**src/rtl/intc_pkg.sv**
```systemverilog
package intc_pkg;
  localparam int LVL_W     = 4;
  localparam int CODE_W    = 12;
  localparam int EXT_N     = 16;
  localparam int GRP_N     = 2;
  localparam int FPR       = 4;              // fields per register
  localparam int REG_W     = FPR * LVL_W;
  localparam int CODE_BASE = 'h200;
  localparam int CODE_SHFT = 5;              // step of 0x20 per source
  localparam logic [LVL_W-1:0] DBG_LVL = '1;

  function automatic logic [CODE_W-1:0] evt_of(input int idx);
    return CODE_W'(CODE_BASE + (idx << CODE_SHFT));
  endfunction
endpackage

```
**src/rtl/intc_prio_regs.sv**
```systemverilog
module intc_prio_regs
  import intc_pkg::*;
#(
  parameter int NFLD = 10,
  parameter int NREG = (NFLD + FPR - 1) / FPR,
  parameter int AW   = (NREG > 1) ? $clog2(NREG) : 1
) (
  input  logic                        clk,
  input  logic                        rst_n,
  input  logic                        wr_en,
  input  logic [AW-1:0]               wr_addr,
  input  logic [REG_W-1:0]            wr_data,
  output logic [NFLD-1:0][LVL_W-1:0]  fld_o
);
  logic [NREG*FPR-1:0][LVL_W-1:0] regs_q, regs_d;
  logic                           wr_hit;

  assign wr_hit = wr_en && (int'(wr_addr) < NREG);

  always_comb begin
    regs_d = regs_q;
    for (int r = 0; r < NREG; r++) begin
      if (wr_hit && (int'(wr_addr) == r)) begin
        for (int f = 0; f < FPR; f++) begin
          regs_d[r*FPR+f] = wr_data[f*LVL_W +: LVL_W];
        end
      end
    end
  end

  always_ff @(posedge clk or negedge rst_n) begin
    if (!rst_n) regs_q <= '0;
    else        regs_q <= regs_d;
  end

  for (genvar g = 0; g < NFLD; g++) begin : g_fld
    assign fld_o[g] = regs_q[g];
  end
endmodule

```
**src/rtl/intc_arb.sv**
```systemverilog
module intc_arb
  import intc_pkg::*;
#(
  parameter int NSRC = 25,
  parameter int IW   = $clog2(NSRC)
) (
  input  logic [NSRC-1:0]             act_i,
  input  logic [NSRC-1:0][LVL_W-1:0]  lvl_i,
  output logic                        win_vld,
  output logic [IW-1:0]               win_idx,
  output logic [LVL_W-1:0]            win_lvl
);
  // Scan from the top index down; ">=" lets the lowest index win a tie.
  always_comb begin
    win_vld = 1'b0;
    win_idx = '0;
    win_lvl = '0;
    for (int i = NSRC - 1; i >= 0; i--) begin
      if (act_i[i] && (lvl_i[i] != '0) && (lvl_i[i] >= win_lvl)) begin
        win_vld = 1'b1;
        win_idx = IW'(i);
        win_lvl = lvl_i[i];
      end
    end
  end
endmodule

```
**src/rtl/intc_wake.sv**
```systemverilog
module intc_wake
  import intc_pkg::*;
#(
  parameter int NW = 4
) (
  input  logic [NW-1:0]             cand_act,
  input  logic [NW-1:0][LVL_W-1:0]  cand_lvl,
  input  logic [LVL_W-1:0]          mask_i,
  output logic                      hit_o
);
  always_comb begin
    hit_o = 1'b0;
    for (int i = 0; i < NW; i++) begin
      if (cand_act[i] && (cand_lvl[i] > mask_i)) hit_o = 1'b1;
    end
  end
endmodule

```
**src/rtl/irq_prio_ctrl.sv**
```systemverilog
module irq_prio_ctrl
  import intc_pkg::*;
#(
  parameter int NPER     = 8,
  parameter int TMR_SLOT = 0,
  parameter int RTC_SLOT = 1,
  parameter int NFLD     = GRP_N + NPER,
  parameter int NREG     = (NFLD + FPR - 1) / FPR,
  parameter int AW       = (NREG > 1) ? $clog2(NREG) : 1
) (
  input  logic              clk,
  input  logic              rst_n,
  input  logic [EXT_N-1:0]  ext_irq,
  input  logic [NPER-1:0]   per_req,
  input  logic              dbg_req,
  input  logic [LVL_W-1:0]  cpu_mask,
  input  logic              wr_en,
  input  logic [AW-1:0]     wr_addr,
  input  logic [REG_W-1:0]  wr_data,
  input  logic              irq_ack,
  input  logic              standby,
  input  logic              lfclk_en,
  output logic              irq_req,
  output logic [LVL_W-1:0]  irq_lvl,
  output logic [CODE_W-1:0] evt_code,
  output logic              wake
);
  localparam int NSRC    = EXT_N + NPER + 1;
  localparam int IW      = $clog2(NSRC);
  localparam int GRP_SZ  = EXT_N / GRP_N;
  localparam int DBG_IDX = NSRC - 1;
  localparam int NW      = 4;

  logic [NFLD-1:0][LVL_W-1:0] fld;
  logic [NSRC-1:0][LVL_W-1:0] src_lvl;
  logic [NSRC-1:0]            src_act;
  logic                       win_vld;
  logic [IW-1:0]              win_idx;
  logic [LVL_W-1:0]           win_lvl;
  logic [NW-1:0]              w_act;
  logic [NW-1:0][LVL_W-1:0]   w_lvl;
  logic                       w_hit;

  logic              req_q, req_d, load_en;
  logic [LVL_W-1:0]  lvl_q, lvl_d;
  logic [CODE_W-1:0] code_q, code_d;
  logic              wake_q, wake_d;

  intc_prio_regs #(.NFLD(NFLD), .NREG(NREG), .AW(AW)) u_regs (
    .clk(clk), .rst_n(rst_n), .wr_en(wr_en), .wr_addr(wr_addr),
    .wr_data(wr_data), .fld_o(fld)
  );

  // Source table: external lines, peripherals, debug last.
  for (genvar g = 0; g < EXT_N; g++) begin : g_ext
    assign src_lvl[g] = fld[g / GRP_SZ];
  end
  for (genvar p = 0; p < NPER; p++) begin : g_per
    assign src_lvl[EXT_N+p] = fld[GRP_N+p];
  end
  assign src_lvl[DBG_IDX] = DBG_LVL;
  assign src_act = {dbg_req, per_req, ext_irq};

  intc_arb #(.NSRC(NSRC), .IW(IW)) u_arb (
    .act_i(src_act), .lvl_i(src_lvl),
    .win_vld(win_vld), .win_idx(win_idx), .win_lvl(win_lvl)
  );

  assign w_act = {per_req[RTC_SLOT], per_req[TMR_SLOT], ext_irq[1], ext_irq[0]};
  assign w_lvl = {src_lvl[EXT_N+RTC_SLOT], src_lvl[EXT_N+TMR_SLOT],
                  src_lvl[1], src_lvl[0]};

  intc_wake #(.NW(NW)) u_wake (
    .cand_act(w_act), .cand_lvl(w_lvl), .mask_i(cpu_mask), .hit_o(w_hit)
  );

  // Next state
  always_comb begin
    load_en = !req_q || irq_ack;
    req_d   = req_q;
    lvl_d   = lvl_q;
    code_d  = code_q;
    if (load_en) begin
      req_d = win_vld && (win_lvl > cpu_mask);
      lvl_d = req_d ? win_lvl : '0;
      if (req_d) code_d = evt_of(int'(win_idx));
    end
    wake_d = standby && lfclk_en && w_hit;
  end

  // Registers
  always_ff @(posedge clk or negedge rst_n) begin
    if (!rst_n) begin
      req_q  <= 1'b0;
      lvl_q  <= '0;
      code_q <= '0;
      wake_q <= 1'b0;
    end else begin
      req_q  <= req_d;
      lvl_q  <= lvl_d;
      code_q <= code_d;
      wake_q <= wake_d;
    end
  end

  assign irq_req  = req_q;
  assign irq_lvl  = lvl_q;
  assign evt_code = code_q;
  assign wake     = wake_q;

  AST_RISE_ABOVE_MASK: assert property (@(posedge clk) disable iff (!rst_n)
    $rose(irq_req) |-> (irq_lvl > $past(cpu_mask)));
  AST_LVL_NONZERO: assert property (@(posedge clk) disable iff (!rst_n)
    irq_req |-> (irq_lvl != '0));
  AST_HOLD_TO_ACK: assert property (@(posedge clk) disable iff (!rst_n)
    (irq_req && !irq_ack) |=> (irq_req && $stable(evt_code) && $stable(irq_lvl)));
  AST_CODE_ALIGN: assert property (@(posedge clk) disable iff (!rst_n)
    irq_req |-> ((evt_code[CODE_SHFT-1:0] == '0) && (int'(evt_code) >= CODE_BASE)));
  AST_DBG_TAKEN: assert property (@(posedge clk) disable iff (!rst_n)
    (dbg_req && (cpu_mask != DBG_LVL) && !irq_req) |=> irq_req);
  AST_WAKE_GATE: assert property (@(posedge clk) disable iff (!rst_n)
    wake |-> $past(standby && lfclk_en));
endmodule

```
**config.mk**
```make
export PLATFORM = sky130hd
export DESIGN_NAME = irq_prio_ctrl
export DESIGN_NICKNAME = d
export VERILOG_FILES = /design/src/rtl/intc_pkg.sv /design/src/rtl/intc_prio_regs.sv /design/src/rtl/intc_arb.sv /design/src/rtl/intc_wake.sv /design/src/rtl/irq_prio_ctrl.sv
export SDC_FILE = /design/constraint.sdc
export NUM_CORES = 1
export LEC_CHECK = 0
export ABC_AREA = 1
export BUFFER_PORTS_ARGS = -buffer_cell sky130_fd_sc_hd__buf_2
export CAP_MARGIN = 10
export CORE_MARGIN = 2
export CORE_UTILIZATION = 50
export DETAILED_ROUTE_END_ITERATION = 8
export PLACE_DENSITY = 0.72
export SLEW_MARGIN = 5
export SYNTH_ARGS = -nofsm -noshare
export SYNTH_HDL_FRONTEND = slang
export SYNTH_SLANG_ARGS = --single-unit
```
**constraint.sdc**
```tcl
create_clock -name clk -period 66.1 [get_ports clk]
set_input_delay 9.915 -clock clk [delete_from_list [all_inputs] [get_ports clk]]
set_output_delay 9.915 -clock clk [all_outputs]
set_load 0.02 [all_outputs]
```
==> run metrics, run 1 <==
run status=complete, no violations; TritonCTS clock tree=yes; IO Port Bufs=64; ant diodes=0; most frequent cells in the layout=nand2_1, inv_1, o21ai_0; first-pass GRT wire length=26.6 mm; Final min period=39250 ps; # fillers=1339; Post-Synthesis Cells=1039; Top Ports=71; sequential area share after synthesis=0.193; Initial DRT Pass Iterations=5; critical path's most frequent cell=nand2_1; clock slew at reported path FFs=60 ps; GR Overflow Total=0; CTS sink count=52; post-CTS resize count=0; CP arrival=39430 ps; max cap viols=0; Crit Path Max Fanout=16; Achievable Freq=25.5 MHz; antenna violations before repair=0; drt total wl=15.7 mm; initial drt markers=388; Layout Nets=1217; via count=6407; period utilization=0.594; drt wl/cell=12.4 um; area leader, netlist=dfrtp_1; row cnt=42; CP max-delay cell=o211ai_1; # DRC=0; Worst-Skew Late Latency=300 ps; # Post-CTS Setup Buffers=0; vias in the first global route=5815; #FFs+latches synth=52; Die H=120 um; Final Slew Violations=0; die area=14400 sq um; fraction of layout cells with a size suffix above 1=0.178; RSZ-0062 raised after global routing=no; global-route usage over all layers=0.221; largest cells by area after synthesis=dfrtp_1, nand2_1, ha_1; Clock Tree Buf Depth=2; H-Tree Level Count=2; Placer Congestion=0.887; Synth Area per Inst=6.48 sq um; area of the core=13200 sq um; slew margin rel.=0.279; setup TNS=0 ps; CP max stage delay=540 ps; CTS Buf Count=5; die width=120 um; Hold Buf Count CTS=0; Reg area=1300 sq um; final setup fails=0; Post-Syn Area=6730 sq um; class of the worst hold path=reg2reg; Hold Vio Cnt, Final=0; crit path launch type=input port; dpl hpwl=12.5 mm; number of synthesis warnings=0; CP top delay family=simple AND/OR/NAND/NOR gates; multi-input logic area=4500 sq um; layout overhead on the synthesized area=7.42%; critical path class=in2reg; Worst Max-Slew Pin Slew=1080 ps; Initial Util=0.510; top cell type's share of synthesized area=0.193; CTS root buf=clkbuf_16; WP buf/inv=23; Crit path required time=66280 ps; largest net degree at the start of global routing=53; clock skew=10.5 ps; Vias/cell=5.06; Yosys cell types=44; antenna-violating nets left=0; commonest non-fill, non-tap cell in the layout=nand2_1; Setup crit end kind=flop
## worst register-to-register path: cells and delay by family, from the launching register on
| family | cells | cell delay, ps |
|---|---|---|
| simple gates | 118 | 11530 |
| buf+inv | 21 | 1630 |
| flops | 1 | 420 |
| compound gates | 50 | 8480 |
| fa+ha+maj | 25 | 7620 |
## final cells by class
| cell class | count | share of cell area |
|---|---|---|
| clock buffer | 5 | 0.0173 |
| clock inverter | 3 | 0.00329 |
| inverter | 187 | 0.0995 |
| multi-input combinational | 775 | 0.622 |
| sequential | 52 | 0.180 |
| tap | 176 | 0.0305 |
| timing repair buffer | 67 | 0.0474 |
## flip-flops by register name (all words and copies together) (netlist names)
name,flops
irq_req,1
irq_lvl,4
wake,1
evt_code,6
u_regs.fld_o,40
## logic make-up after synthesis
family,count (synthesis),synth area share
and+or+nand+nor,518,0.380
buffers and inverters,217,0.141
AOI/OAI and AO/OA,175,0.144
adders and majority gates,76,0.141
DFF,52,0.193
other,1,0.000557
## final timing paths
path                                       start               end  slack [ps]  depth (start not counted)
worst min-delay path                  irq_lvl[2]        irq_lvl[2]         470                          2
worst min register to register        irq_lvl[2]        irq_lvl[2]         470                          2
min in group asynchronous                  rst_n       evt_code[7]        9740                          2
max in group asynchronous                  rst_n  u_regs.fld_o[15]       55890                          2
worst max register to register  u_regs.fld_o[39]        irq_lvl[3]       36370                        214
worst max-delay path                     dbg_req        irq_lvl[3]       26850                        216
## layer usage
| layer | up-vias | global-route usage | share of wire |
|---|---|---|---|
| met3 | 10 | 0.0185 | 0.026 |
| met5 | - | 0 | 0 |
| li1 | 3424 | - | - |
| met4 | 0 | 0.0412 | 0.0089 |
| met2 | 88 | 0.386 | 0.46 |
| met1 | 2885 | 0.301 | 0.50 |
## through the flow
step | cells | setup slack [ps] | hold WS [ps] | utilization | instance area (sq um)
final | 1265 | 26850 | 473 | 0.548 | 7230
after global routing | 1265 | 23430 | 499 | 0.548 | 7230
after CTS | 1265 | 27060 | 479 | 0.548 | 7230
after detailed placement | 1257 | 26850 | 462 | 0.537 | 7080
after global placement | 1257 | 27210 | 461 | 0.537 | 7080
after floorplan | 1044 | 30510 | 453 | - | 6750
## synth_stat cells (all sizes together)
library cell,n
a211oi,1
a21boi,13
a21oi,19
a31oi,1
a32oi,1
a41oi,1
and2,2
buf,20
bufinv,1
clkbuf,10
clkinv,9
conb,1
dfrtp,52
ha,76
inv,177
nand2,340
nand3,103
nand3b,3
nand4,13
nor2,41
nor3,9
nor4,5
o211ai,2
o21a,4
o21ai,128
o21bai,4
o41a,1
or2,2
Power of run 1 is left out: the tool's default activity adds up to more than one toggle a clock period on the data nets, which glitch-free logic cannot reach.
==> run 2: changes to the inputs <==
--- a/config.mk
+++ b/config.mk
@@ -5,13 +5,13 @@
 export SDC_FILE = /design/constraint.sdc
 export NUM_CORES = 1
 export LEC_CHECK = 0
-export ABC_AREA = 1
+export ABC_AREA = 0
 export BUFFER_PORTS_ARGS = -buffer_cell sky130_fd_sc_hd__buf_2
 export CAP_MARGIN = 10
 export CORE_MARGIN = 2
 export CORE_UTILIZATION = 50
 export DETAILED_ROUTE_END_ITERATION = 8
-export PLACE_DENSITY = 0.72
+export PLACE_DENSITY = 0.71
 export SLEW_MARGIN = 5
 export SYNTH_ARGS = -nofsm -noshare
 export SYNTH_HDL_FRONTEND = slang
==> constraint.sdc (replaced) <==
create_clock -name clk -period 41.1 [get_ports clk]
set_input_delay 6.165 -clock clk [delete_from_list [all_inputs] [get_ports clk]]
set_output_delay 6.165 -clock clk [all_outputs]
set_load 0.02 [all_outputs]
==> run 2 against run 1 <==
Compared with the run above:
- via count is 33% higher
- non-clock buffer count up 236
- clock-buffer cell count is 1 higher
- worst hold slack better by 10 ps
- core utilization increased by 18 points
- worst setup slack got worse by 26000 ps
- critical endpoint is now evt_code[9]
- highest routed layer unchanged
==> run metrics, run 2 <==
top-count cell post-synth=nand2_1; drt total wl=25.4 mm (+62%); worst reg2reg startpoint=u_regs.fld_o[38]; CTS root buf=clkbuf_16; DR top layer=met4; first-pass GRT wire length=37.5 mm (+41%); Top Ports=71 (unchanged); GR Overflow Total=0 (unchanged); antenna-violating nets left=0 (unchanged); Post-Synthesis Cells=894 (-14%); multi-input logic area=6530 sq um (+45%); die width=125 um (+3.8%); # DRC=0 (unchanged); TritonCTS clock tree=yes; final instance area=10500 sq um (+46%); slew margin rel.=0.404 (+0.126); top cell type's share of synthesized area=0.179 (-0.0142); largest net degree at the start of global routing=53 (unchanged); area leader, netlist=dfrtp_1; final core occ=0.733 (+0.185); ant diodes=0 (unchanged); Die H=125 um (+3.8%); largest cells by area after synthesis=dfrtp_1, ha_1, mux2_2; Synth Area per Inst=8.13 sq um (+25%); crit path launch type=input port; class of the worst hold path=reg2reg; initial drt markers=704 (+81%); run status=complete, no violations; length of routed wiring on met1=11.1 mm (+41%); setup TNS=0 ps (unchanged); final setup fails=0 (unchanged); Layout Nets=1307 (+7.4%); period utilization=0.982; Synth top cells by count=nand2_1, ha_1, o21ai_0, dfrtp_1, nor2_1; most frequent cells in the layout=buf_4, nand2_1, buf_2; Placer Congestion=0.971 (+9.5%); Clock Tree Buf Depth=2 (unchanged); dpl hpwl=17.9 mm (+43%); Final min period=40370 ps; clock slew at reported path FFs=70 ps (about the same); vias in the first global route=7739 (+33%); worst hold slack=484 ps (+10.1 ps); Initial DRT Pass Iterations=5 (unchanged); Post-Syn Area=7270 sq um (+7.9%); drt wl/cell=18.6 um (+50%); Final Slew Violations=0 (unchanged); CP max-delay cell=a2111o_1; Reg area=1300 sq um (unchanged); met3 wire len=1.53 mm (+270%); row cnt=44 (+4.8%); Yosys cell types=99 (+130%); max reg flops=40 (unchanged); number of flops mapped to enable cells by yosys=0 (unchanged); CP arrival=40550 ps (+1120 ps); antenna violations before repair=0 (unchanged); critical path class=in2reg; clock skew=5.10 ps (-5.39 ps); Worst-Skew Late Latency=300 ps (about the same); critical path's most frequent cell=ha_1; die area=15500 sq um (+7.7%); number of synthesis warnings=0 (unchanged); max cap viols=0 (unchanged); fraction of layout cells with a size suffix above 1=0.463 (+0.285); hold path startpoint=irq_lvl[0]; via count=8552 (+33%); H-Tree Level Count=2 (unchanged); Crit path required time=41280 ps (-25000 ps); Worst Max-Slew Pin Slew=894 ps (-185 ps); Async S/R FF share, synth=1.00 (unchanged); CTS sink count=52 (unchanged); area of the core=14400 sq um (+8.9%); Initial Util=0.506 (-0.00468); Most used DFF post-synth=dfrtp_1; CTS Buf Count=5 (unchanged); area post-placement=9210 sq um (+30%); #FFs+latches synth=52 (unchanged); Hold Buf Count CTS=0 (unchanged); sequential area share after synthesis=0.179 (-0.0142); # fillers=1028 (-23%); critical path startpoint=dbg_req; global-route usage over all layers=0.288 (+0.0663); commonest non-fill, non-tap cell in the layout=buf_4; Setup crit end kind=flop; Achievable Freq=24.8 MHz; Vias/cell=6.27 (+24%); Routed met2 length=12.0 mm (+65%); CP max stage delay=450 ps (-90 ps); Crit Path Max Fanout=7 (-9); Hold Vio Cnt, Final=0 (unchanged); layout overhead on the synthesized area=45.0%; IO Port Bufs=64 (unchanged)
run 2: cell types whose count changed in the layout (fill, tap and decap cells not counted), moves of 16 or more:
cell / change
inv_1: -121
mux2_2: +36
nand2_2: -42
nand3_2: -28
a21oi_2: +16
o21ai_0: -70
o21ai_2: +16
nand2_1: -189
buf_4: +229
nand3_1: -47
run 2: path summary, 6_finish.rpt:
| check | end | slack, ps | cells after the start |
|---|---|---|---|
| max in group asynchronous | u_regs.fld_o[21] | 34660 | 2 |
| min in group asynchronous | evt_code[9] | 5980 | 2 |
| max | evt_code[9] | 730 | 188 |
| min reg2reg | irq_lvl[0] | 480 | 2 |
| max reg2reg | evt_code[9] | 6300 | 186 |
| min | irq_lvl[0] | 480 | 2 |
run 2: final cells by class:
class / count / area share
clock buffer: 6 / 0.0132
sequential: 52 / 0.124
multi-input combinational: 767 / 0.620
clock inverter: 2 / 0.000950
timing repair buffer: 303 / 0.203
tap: 184 / 0.0219
inverter: 49 / 0.0177
run 2: critical path: cells and delay by family:
family / cells / cell delay, ps
muxes: 13 / 3780
AOI/OAI and AO/OA: 84 / 14980
and+or+nand+nor: 49 / 6890
adders and majority gates: 25 / 6840
buffers and inverters: 17 / 1840
run 2: repair_timing:
action,CTS,global route
endpoints found under the hold margin,0,0
gates resized for setup,14,192
setup buffers,1,34
endpoints found under the setup margin,11,11
gates cloned,0,0
pin swaps,0,86
run 2: per-layer routing:
metal  up-vias  global-route usage
met5         -                   0
met4         0              0.0905
met3        80              0.0369
met2       372               0.472
met1      4083               0.394
li1       4017                   -
run 2: logic make-up (layout without fill, tap and decap cells):
kind of cell    after synthesis  in the layout  synth area share
flops                        52             52             0.179
compound gates              320            320             0.336
fa+ha+maj                    79             79             0.135
buf+inv                      80            360            0.0489
xor+xnor                      1              1           0.00121
mux                          57             57            0.0866
other cells                   1              6          0.000516
simple gates                304            304             0.213
run 2: through the flow:
stage          setup slack, ps  cells
2_1_floorplan             19.5    899
3_3_place_gp               175   1320
3_5_place_dp              -657   1320
4_1_cts                   31.4   1329
5_1_grt                   -757   1363
6_report                   735   1363
Power of run 2 is left out for the same reason.
